### src/rtl/spi_cycle_seq.sv
module spi_cycle_seq #(
  parameter int SCK_HALF = 2
) (
  input  logic        clk,
  input  logic        rst_n,
  input  logic        reg_wr,
  input  logic [4:0]  reg_addr,
  input  logic [31:0] reg_wdata,
  output logic [31:0] reg_rdata,
  input  logic        refuse,
  output logic        sck,
  output logic        cs_n,
  output logic        mosi,
  input  logic        miso
);

  localparam int BUF_BYTES = 64;
  localparam int DIV_W = $clog2(SCK_HALF + 1);
  localparam int GAP_W = $clog2(2 * SCK_HALF + 1);
  localparam logic [4:0] A_STAT = 5'd0, A_CTRL = 5'd1, A_ADDR = 5'd2, A_PFX = 5'd3,
                         A_TYPE = 5'd4, A_MENU0 = 5'd5, A_MENU1 = 5'd6;

  typedef enum logic [1:0] {S_IDLE, S_LOAD, S_SHIFT, S_GAP} st_t;

  logic        lock, done, blk, cip;
  logic [15:0] ctrl;
  logic [23:0] faddr;
  logic [7:0]  pfx  [2];
  logic [15:0] typ;
  logic [7:0]  menu [8];
  logic [7:0]  dbuf [BUF_BYTES];

  st_t              st;
  logic             in_pre;
  logic [6:0]       bnum;
  logic [2:0]       bitn;
  logic [7:0]       sh, rx;
  logic [DIV_W-1:0] div;
  logic [GAP_W-1:0] gapc;

  // decoded fields of the latched command
  logic [2:0]  idx;
  logic        psel, has_dat, t_addr, t_wr;
  logic [15:0] tsh, wtsh;
  logic [6:0]  hdr, dlen, last_b, frame_last;

  assign idx     = ctrl[6:4];
  assign psel    = ctrl[3];
  assign has_dat = ctrl[14];
  assign tsh     = typ >> {idx, 1'b0};
  assign t_wr    = tsh[0];
  assign t_addr  = tsh[1];
  assign hdr     = t_addr ? 7'd4 : 7'd1;
  assign dlen    = has_dat ? ({1'b0, ctrl[13:8]} + 7'd1) : 7'd0;
  assign last_b  = hdr + dlen - 7'd1;
  assign frame_last = in_pre ? 7'd0 : last_b;

  // host side decode
  logic ctrl_wr, go_ok, go_refused, cfg_ok;
  assign wtsh       = typ >> {reg_wdata[6:4], 1'b0};
  assign ctrl_wr    = reg_wr && reg_addr == A_CTRL && !cip;
  assign go_ok      = ctrl_wr && reg_wdata[1];
  assign go_refused = refuse || (wtsh[0] && !reg_wdata[2]);
  assign cfg_ok     = reg_wr && !lock;

  // shifter timing
  logic tick, fall, byte_end, store_en;
  assign tick     = st == S_SHIFT && div == DIV_W'(SCK_HALF - 1);
  assign fall     = tick && sck;
  assign byte_end = fall && bitn == 3'd7;
  assign store_en = byte_end && !in_pre && !t_wr && bnum >= hdr;
  assign mosi     = sh[7];

  function automatic logic [7:0] byte_of(input logic pre, input logic [6:0] n);
    if (pre)                           byte_of = pfx[psel];
    else if (n == 7'd0)                byte_of = menu[idx];
    else if (t_addr && n == 7'd1)      byte_of = faddr[23:16];
    else if (t_addr && n == 7'd2)      byte_of = faddr[15:8];
    else if (t_addr && n == 7'd3)      byte_of = faddr[7:0];
    else if (t_wr)                     byte_of = dbuf[6'(n - hdr)];
    else                               byte_of = 8'h00;
  endfunction

  // configuration and status registers
  always_ff @(posedge clk or negedge rst_n) begin
    if (!rst_n) begin
      lock <= 1'b0; done <= 1'b0; blk <= 1'b0;
      ctrl <= '0; faddr <= '0; typ <= '0;
      pfx[0] <= '0; pfx[1] <= '0;
      for (int k = 0; k < 8; k++) menu[k] <= '0;
    end else begin
      if (ctrl_wr) ctrl <= reg_wdata[15:0];
      else         ctrl[1] <= 1'b0;
      if (reg_wr && reg_addr == A_ADDR) faddr <= reg_wdata[23:0];
      if (reg_wr && reg_addr == A_STAT) begin
        if (reg_wdata[2])  done <= 1'b0;
        if (reg_wdata[3])  blk  <= 1'b0;
        if (reg_wdata[15]) lock <= 1'b1;
      end
      if (cfg_ok && reg_addr == A_PFX) begin
        pfx[0] <= reg_wdata[7:0];
        pfx[1] <= reg_wdata[15:8];
      end
      if (cfg_ok && reg_addr == A_TYPE) typ <= reg_wdata[15:0];
      for (int k = 0; k < 4; k++) begin
        if (cfg_ok && reg_addr == A_MENU0) menu[k]     <= reg_wdata[8*k +: 8];
        if (cfg_ok && reg_addr == A_MENU1) menu[k + 4] <= reg_wdata[8*k +: 8];
      end
      if (go_ok && go_refused) blk <= 1'b1;
      if (byte_end && bnum == frame_last && !in_pre) done <= 1'b1;
    end
  end

  // data buffer: host word writes, engine byte stores
  always_ff @(posedge clk) begin
    for (int w = 0; w < BUF_BYTES / 4; w++)
      for (int j = 0; j < 4; j++)
        if (reg_wr && reg_addr == 5'(16 + w)) dbuf[4*w + j] <= reg_wdata[8*j +: 8];
    if (store_en) dbuf[6'(bnum - hdr)] <= rx;
  end

  // cycle engine
  always_ff @(posedge clk or negedge rst_n) begin
    if (!rst_n) begin
      st <= S_IDLE; cip <= 1'b0; in_pre <= 1'b0; cs_n <= 1'b1; sck <= 1'b0;
      bnum <= '0; bitn <= '0; sh <= '0; rx <= '0; div <= '0; gapc <= '0;
    end else begin
      case (st)
        S_IDLE: if (go_ok && !go_refused) begin
          st     <= S_LOAD;
          cip    <= 1'b1;
          in_pre <= reg_wdata[2];
        end
        S_LOAD: begin
          cs_n <= 1'b0;
          sck  <= 1'b0;
          sh   <= byte_of(in_pre, 7'd0);
          bnum <= '0;
          bitn <= '0;
          div  <= '0;
          st   <= S_SHIFT;
        end
        S_SHIFT: begin
          if (!tick) div <= div + 1'b1;
          else begin
            div <= '0;
            if (!sck) begin
              sck <= 1'b1;
              rx  <= {rx[6:0], miso};
            end else begin
              sck <= 1'b0;
              if (bitn != 3'd7) begin
                bitn <= bitn + 1'b1;
                sh   <= {sh[6:0], 1'b0};
              end else if (bnum != frame_last) begin
                bitn <= '0;
                bnum <= bnum + 1'b1;
                sh   <= byte_of(in_pre, bnum + 7'd1);
              end else begin
                cs_n <= 1'b1;
                if (in_pre) begin
                  in_pre <= 1'b0;
                  gapc   <= '0;
                  st     <= S_GAP;
                end else begin
                  cip <= 1'b0;
                  st  <= S_IDLE;
                end
              end
            end
          end
        end
        S_GAP: begin
          gapc <= gapc + 1'b1;
          if (gapc == GAP_W'(2 * SCK_HALF - 1)) st <= S_LOAD;
        end
        default: st <= S_IDLE;
      endcase
    end
  end

  // register read mux
  always_comb begin
    reg_rdata = '0;
    if (reg_addr[4]) begin
      for (int j = 0; j < 4; j++) reg_rdata[8*j +: 8] = dbuf[{reg_addr[3:0], 2'(j)}];
    end else begin
      case (reg_addr)
        A_STAT:  reg_rdata = {16'd0, lock, 11'd0, blk, done, 1'b0, cip};
        A_CTRL:  reg_rdata = {16'd0, ctrl};
        A_ADDR:  reg_rdata = {8'd0, faddr};
        A_PFX:   reg_rdata = {16'd0, pfx[1], pfx[0]};
        A_TYPE:  reg_rdata = {16'd0, typ};
        A_MENU0: reg_rdata = {menu[3], menu[2], menu[1], menu[0]};
        A_MENU1: reg_rdata = {menu[7], menu[6], menu[5], menu[4]};
        default: reg_rdata = '0;
      endcase
    end
  end

  assert_cs_idle_R2: assert property (@(posedge clk) disable iff (!rst_n) !cip |-> cs_n);
  assert_done_at_end_R2: assert property (@(posedge clk) disable iff (!rst_n) $fell(cip) |-> done);
  assert_sck_parked_R6: assert property (@(posedge clk) disable iff (!rst_n) cs_n |-> !sck);
  assert_blocked_quiet_R7: assert property (@(posedge clk) disable iff (!rst_n) $rose(blk) |-> (cs_n && !cip));
  assert_busy_ignore_R9: assert property (@(posedge clk) disable iff (!rst_n)
    (cip && reg_wr && reg_addr == A_CTRL) |=> $stable(ctrl[15:2]));
  assert_lock_sticky_R10: assert property (@(posedge clk) disable iff (!rst_n) $past(lock) |-> lock);

endmodule

### config.mk
export PLATFORM = sky130hd
export DESIGN_NAME = spi_cycle_seq
export DESIGN_NICKNAME = d
export VERILOG_FILES = /design/src/rtl/spi_cycle_seq.sv
export SDC_FILE = /design/constraint.sdc
export NUM_CORES = 1
export LEC_CHECK = 0
export BUFFER_PORTS_ARGS = -buffer_cell sky130_fd_sc_hd__buf_2
export CORE_ASPECT_RATIO = 1.25
export CORE_MARGIN = 4
export CORE_UTILIZATION = 45
export CTS_CLUSTER_DIAMETER = 60
export DETAILED_ROUTE_END_ITERATION = 16
export PLACE_DENSITY = 0.59
export SYNTH_ARGS = -nofsm -noshare
export SYNTH_HDL_FRONTEND = slang
export SYNTH_SLANG_ARGS = --single-unit
### constraint.sdc
create_clock -name clk -period 5.1 [get_ports clk]
set_input_delay 0 -clock clk [delete_from_list [all_inputs] [get_ports clk]]
set_output_delay 0 -clock clk [all_outputs]
set_load 0.005 [all_outputs]
==> results of run 1 <==
flip-flops by register name, summed over array words and instances (netlist names):
register,cells
menu,64
cip,1
blk,1
sh,8
lock,1
faddr,24
gapc,3
in_pre,1
dbuf,512
cs_n,1
sck,1
rx,8
bnum,7
pfx,16
bitn,3
done,1
typ,16
ctrl,16
st,2
div,2
kinds of logic after synthesis:
logic type      count (synthesis)
mux                          1012
flops                         688
simple gates                  504
buf+inv                       298
compound gates                287
fa+ha+maj                      28
xor+xnor                       27
worst max-delay path, stage by stage (launching register included):
cell and delay, ns:
dfrtp_1 0.43, mux4_2 0.55, mux2i_4 0.24, buf_4 0.24, ha_1 0.23, inv_1 0.07
a21oi_1 0.23, nor4_2 0.12, and3_1 0.21, nor3b_2 0.23, nand2_1 0.17, or3_1 0.69
nor2_2 0.69, mux2_2 0.41
path summary, 6_finish.rpt:
check / end / depth (start not counted) / startpoint
setup reg to reg: dbuf[10][6]$_DFFE_PP_ / 13 / ctrl[5]$_DFFE_PN0P_
hold / removal: menu[31]$_DFFE_PN0P_ / 2 / rst_n
min in group clk: ctrl[15]$_DFFE_PN0P_ / 3 / reg_wdata[15]
setup / recovery: dbuf[10][6]$_DFFE_PP_ / 13 / ctrl[5]$_DFFE_PN0P_
max in group asynchronous: rx[1]$_DFFE_PN0P_ / 3 / rst_n
hold reg to reg: ctrl[0]$_DFFE_PN0P_ / 2 / ctrl[0]$_DFFE_PN0P_
layer usage:
metal	up-vias	global-route usage	routed length, µm
met5	-	0	90
met4	12	0.2504	14930
met3	497	0.08500	17670
met2	2046	0.5656	79330
met1	15160	0.4230	59310
li1	11300	-	-
layout by cell type, fill, tap and decap left out, types with 9 or more instances in the layout:
cell type,instances
nand3_1,49
nand2_1,284
nand2b_1,19
a22oi_1,40
nor2_1,47
o22ai_1,10
edfxtp_1,512
buf_2,73
a21oi_1,41
mux2i_1,43
a31oi_1,14
o211ai_1,9
nor2_4,15
clkbuf_16,81
o21ai_0,84
dfrtp_1,166
or3_1,9
inv_1,32
clkinv_1,12
nand4_1,10
nor3_1,19
ha_1,25
a221oi_1,10
mux2_1,12
a222oi_1,10
xor2_1,13
nor2b_1,10
buf_4,133
mux2_2,634
clkbuf_1,11
mux4_2,322
power groups by stage:
stage | registers, W | logic (W) | clock network, W
2_1_floorplan | 0.00655 | 0.00255 | 0
3_3_place_gp | 0.00670 | 0.00390 | 0
3_5_place_dp | 0.00671 | 0.00395 | 0
4_1_cts | 0.00660 | 0.00397 | 0.00581
5_1_grt | 0.00663 | 0.00422 | 0.00604
6_report | 0.00661 | 0.00409 | 0.00577
final cells by class:
type	count	area, µm²	area share
multi-input combinational	1858	20010	0.4395
sequential	688	19790	0.4349
clock buffer	94	2090	0.04590
timing repair buffer	220	1554	0.03414
tap	1187	1485	0.03263
clock inverter	42	446.7	0.009813
inverter	33	123.9	0.002721
antenna	8	20.02	0.0004398
metrics by stage:
stage / worst slack [ns] / utilization / hold WS [ns] / cell area (µm²) / cells
after floorplan: 0.6097 / - / -0.2956 / 40880 / 2844
after global placement: -0.002311 / 0.4760 / 0.1770 / 42850 / 3979
after detailed placement: -0.1045 / 0.4760 / 0.1819 / 42850 / 3979
after CTS: 0.004592 / 0.5050 / 0.01102 / 45460 / 4122
after global routing: 0.1645 / 0.5054 / 0.02207 / 45500 / 4123
final: 0.3268 / 0.5056 / 0.003255 / 45520 / 4130
repair_timing:
item                                    CTS  global route
hold buffers                              7             0
endpoints found under the setup margin   41           541
pin swaps                                 0             0
hold endpoints to repair                114             0
gates resized for setup                   1             7
setup buffers                             0             0
==> results.tsv, run 1 <==
stage	metric	value	unit
power	clockPowerShare	0.350	
final_layout	finalNetCount	2947	
logic_synthesis	synth_fa_ha_area_frac	0.008754	
timing	max_slew.worst_pin.slew	1.134	ns
cts	clk_latency	0.64	ns
logic_synthesis	synth_seq_cells	688	
routing	via_per_inst	7.025	
power	p_leak	16.24	nW
placement	gp_congestion	1.012	
setup_path	crit_type	reg2reg	
final_layout	area_delta_synth_final	11.36	%
die	initial_utilization	0.4540	
run	maxCapViolCount	0	
power	cellPowerDensity	362.0	nW/µm²
timing	setup_tns	0	ns
final_layout	num-fill-cells	7630	
die	row_count	123	
power	p_switching	0.005147	W
timing	min_period	4.773	ns
global_routing	grt_pass1_vias	29000	
timing	fmax	0.2095	GHz
global_routing	grt_max_degree	110	
routing	wire_per_inst	41.48	µm
die	die-width	277.6	µm
cts	cts_tree	yes	
logic_synthesis	synth_most_common_cell	mux2_2	
power	p_total	0.01648	W
logic_synthesis	async_flop_share	0.2558	
power	irDropWorstVdd	0.0003720	V
cts	cts_buffers	76	
final_layout	drive_above_1_share	0.4586	
setup_path	end_kind	flop	
logic_synthesis	ys_top_cells_by_count	mux2_2, edfxtp_1, mux4_2, nand2_1, clkbuf_1	
hold_path	hold_path.class	in2async	
logic_synthesis	muxShareOfSynthArea	0.3662	
setup_path	rrSetupSlack	0.33	ns
logic_synthesis	synth_nets	2914	
global_routing	grt_pass1_wl	235900	µm
logic_synthesis	synth_area	40880	µm²
routing	antenna_left	0	
routing	dr.pass1.iters	6	
setup_path	worstPathArrival	5.15	ns
logic_synthesis	synth_area_per_cell	14.37	µm²
logic_synthesis	synthTopCellsByArea	edfxtp_1, mux4_2, mux2_2	
power	p_int	0.01133	W
logic_synthesis	synth_compound_area_frac	0.04696	
logic_synthesis	yosys.area_share.xor_xnor	0.006122	
cts	cts.htree.levels	3	
global_routing	grt_overflow	0	
timing	finalSetupViolCount	0	
setup_path	cp.required	5.48	ns
routing	vias	29020	
logic_synthesis	synth_top_cell_by_area	edfxtp_1	
timing	clock-skew-final	0.02049	ns
die	core_area	90030	µm²
logic_synthesis	synth_simple_gate_area_frac	0.05902	
power	swShare	0.3124	
cts	clock-sinks	688	
timing	rsz0062_at_grt	false	
die	die_area	95750	µm²
placement	dp_hpwl	124300	µm
cts	cts_buffer_depth	3	
power	power_frac_comb	0.248	
global_routing	track_usage	0.3534	
global_routing	antenna_found_initial	19	
routing	drc	0	
logic_synthesis	synth_top_family_by_area	multiplexers	
cts	clk_pin_slew	0.06	ns
logic_synthesis	synth_cell_types	78	
timing	slew_headroom	0.2242	
outcome	outcome	complete, no violations	
logic_synthesis	synth_edf_count	512	
setup_path	startpoint_type	flop	
timing	hold_violations	0	
timing	fin_crit_sh	0.9359	
cts	root_buffer	clkbuf_16	
routing	drt_wl_total	171300	µm
die	die_h	345.0	µm
logic_synthesis	ys.flop_type	edfxtp_1	
die	ios	77	
placement	port_buffers	76	
timing	slew_violations	0	
logic_synthesis	synthCells	2844	
logic_synthesis	yosys_warnings	0	
routing	drtIter0Drc	4369	
setup_path	worst-path-max-fanout	10	
logic_synthesis	synth_top_area_frac	0.3761	
power	seqPwrFrac	0.401	
logic_synthesis	yosysSeqAreaShare	0.4839	
No activity file was read; power rests on OpenSTA's default activity.
==> inputs of run 2 (changes only) <==
--- a/config.mk
+++ b/config.mk
@@ -12,6 +12,7 @@
 export CTS_CLUSTER_DIAMETER = 60
 export DETAILED_ROUTE_END_ITERATION = 16
 export PLACE_DENSITY = 0.59
+export REMOVE_ABC_BUFFERS = 1
 export SYNTH_ARGS = -nofsm -noshare
 export SYNTH_HDL_FRONTEND = slang
 export SYNTH_SLANG_ARGS = --single-unit
==> results.tsv, run 2 (same netlist as run 1, synthesis figures left out) <==
stage	metric	value	unit	change
cts	clk_latency	0.65	ns	about the same
power	p_leak	16.26	nW	+0.10%
final_layout	num-fill-cells	7691		+0.80%
final_layout	final_common_cell	mux2_2		
routing	drc	0		unchanged
die	die_h	345.0	µm	unchanged
timing	hold_violations	16		+16
final_layout	multi_input_area	19990	µm²	about the same
die	initial_utilization	0.4540		unchanged
setup_path	crit_type	reg2reg		
outcome	violations	negative hold slack, max-capacitance violations, max-slew violations		
die	core_area	90030	µm²	unchanged
routing	vias	29000		-0.059%
routing	via_per_inst	7.003		-0.32%
setup_path	worstPathArrival	5.05	ns	-0.10 ns
cts	cts_buffers	76		unchanged
die	ios	77		unchanged
global_routing	antenna_found_initial	15		-4
run	maxCapViolCount	1		+1
cts	clock-sinks	688		unchanged
die	row_count	123		unchanged
routing	drt_wl_total	166800	µm	-2.6%
global_routing	grt_pass1_vias	28620		-1.3%
cts	cts_hold_buf	17		+10
global_routing	grt_pass1_wl	230600	µm	-2.3%
cts	cts_tree	yes		
setup_path	cp.required	5.38	ns	-0.10 ns
final_layout	drive_above_1_share	0.4554		-0.003225
timing	clock-skew-final	0.02068	ns	+0.0001866 ns
cts	clk_pin_slew	0.07	ns	about the same
cts	ctsResizeCount	0		-1
final_layout	seqCellArea	19790	µm²	about the same
cts	root_buffer	clkbuf_16		
die	die_area	95750	µm²	unchanged
outcome	outcome	finished with violations		
cts	cts_buffer_depth	3		unchanged
cts	cts.htree.levels	3		unchanged
global_routing	grt_max_degree	99		-10%
placement	port_buffers	76		unchanged
timing	setup_tns	0	ns	unchanged
timing	max_slew.worst_pin.slew	1.520	ns	+0.3862 ns
cts	post_cts_buffers	0		unchanged
placement	dp_hpwl	120800	µm	-2.8%
final_layout	finalNetCount	2960		+0.44%
routing	wire_per_inst	40.28	µm	-2.9%
setup_path	startpoint_type	flop		
timing	finalSetupViolCount	0		unchanged
timing	slew_violations	7		+7
routing	antenna_left	0		unchanged
placement	gp_congestion	1.074		+6.1%
power	cellPowerDensity	356.4	nW/µm²	-1.5%
power	irDropWorstVdd	0.0002746	V	-26%
final_layout	area_delta_synth_final	11.40	%	about the same
timing	hold-worst-slack	-0.03863	ns	-0.04188 ns
global_routing	track_usage	0.3427		-0.01071
timing	rsz0062_at_grt	false		
timing	min_period	4.769	ns	-0.003878 ns
timing	fin_crit_sh	0.9352		about the same
die	die-width	277.6	µm	unchanged
final_layout	top_register	dbuf		
timing	fmax	0.2097	GHz	about the same
final_layout	top_regs	dbuf: 512 flops, menu: 64 flops, faddr: 24 flops		
hold_path	hold_path.class	in2async		
setup_path	end_kind	flop		
final_layout	mostFrequentLayoutCells	mux2_2, edfxtp_1, mux4_2		
routing	drtIter0Drc	4149		-5.0%
global_routing	grt_overflow	0		unchanged
routing	dr.pass1.iters	7		+1
final_layout	largest_register_ffs	512		unchanged
setup_path	worst-path-max-fanout	9		-1
timing	slew_headroom	-0.02145		-0.2457
## run 2: cell count changes in the layout (fill, tap and decap cells not counted), sizes merged
| cell | before | now |
|---|---|---|
| diode | 8 | 7 |
| clkbuf | 95 | 101 |
| clkinvlp | 7 | 2 |
| clkinv | 23 | 25 |
| bufinv | 8 | 5 |
| inv | 37 | 36 |
| buf | 212 | 215 |
| dlygate4sd3 | 7 | 17 |
## run 2: final timing paths
| path | startpoint | to | slack [ns] | cells past startpoint |
|---|---|---|---|---|
| max in group asynchronous | rst_n | menu[1]$_DFFE_PN0P_ | 3.91 | 3 |
| setup reg to reg | ctrl[5]$_DFFE_PN0P_ | dbuf[12][6]$_DFFE_PP_ | 0.33 | 12 |
| hold reg to reg | bitn[1]$_DFFE_PN0P_ | bitn[1]$_DFFE_PN0P_ | 0.49 | 2 |
| hold / removal | rst_n | gapc[1]$_DFFE_PN0P_ | -0.04 | 2 |
| setup / recovery | ctrl[5]$_DFFE_PN0P_ | dbuf[12][6]$_DFFE_PP_ | 0.33 | 12 |
| min in group clk | reg_wdata[9] | ctrl[9]$_DFFE_PN0P_ | 0.07 | 3 |
## run 2: power by group
group          leakage (nW)  switching [W]  internal (W)
Sequential             6.85       0.000299       0.00630
Combinational          8.21        0.00235       0.00168
Clock                  1.19        0.00243       0.00316
## run 2: cell type report
| type | instances | area share |
|---|---|---|
| multi-input combinational | 1858 | 0.4390 |
| inverter | 33 | 0.002720 |
| tap | 1187 | 0.03262 |
| clock buffer | 100 | 0.04605 |
| timing repair buffer | 233 | 0.03710 |
| antenna | 7 | 0.0003847 |
| sequential | 688 | 0.4346 |
| clock inverter | 35 | 0.007502 |
## run 2: worst max-delay path, cell delays in order, from the launching register on
cell,delay [ns]
dfrtp_1,0.41
mux4_2,0.51
mux2i_1,0.17
buf_4,0.23
ha_1,0.32
inv_1,0.09
a21oi_1,0.05
nor4_1,0.36
buf_4,0.22
xnor2_1,0.21
nor3_1,0.86
nand2_2,0.40
nand2_1,0.55
## run 2: metrics by stage
| stage | cells | setup slack (ns) | instance area [µm²] | total power [W] | utilization |
|---|---|---|---|---|---|
| finish | 4141 | 0.3307 | 45530 | 0.01623 | 0.5058 |
| global route | 4134 | 0.2847 | 45520 | 0.01667 | 0.5056 |
| floorplan | 2579 | -3.669 | 39810 | 0.009077 | - |
| detailed placement | 3982 | 0.5554 | 42910 | 0.01062 | 0.4766 |
| CTS | 4134 | 0.5157 | 45520 | 0.01617 | 0.5056 |
| global placement | 3982 | 0.3020 | 42900 | 0.01057 | 0.4765 |
## run 2: routing by layer
layer / routed length [µm] / vias to the layer above / track usage
met5: 64 / - / 0
met4: 14210 / 10 / 0.2354
met3: 17530 / 414 / 0.08608
met2: 75660 / 2039 / 0.5298
met1: 59320 / 15180 / 0.4275
li1: - / 11360 / -
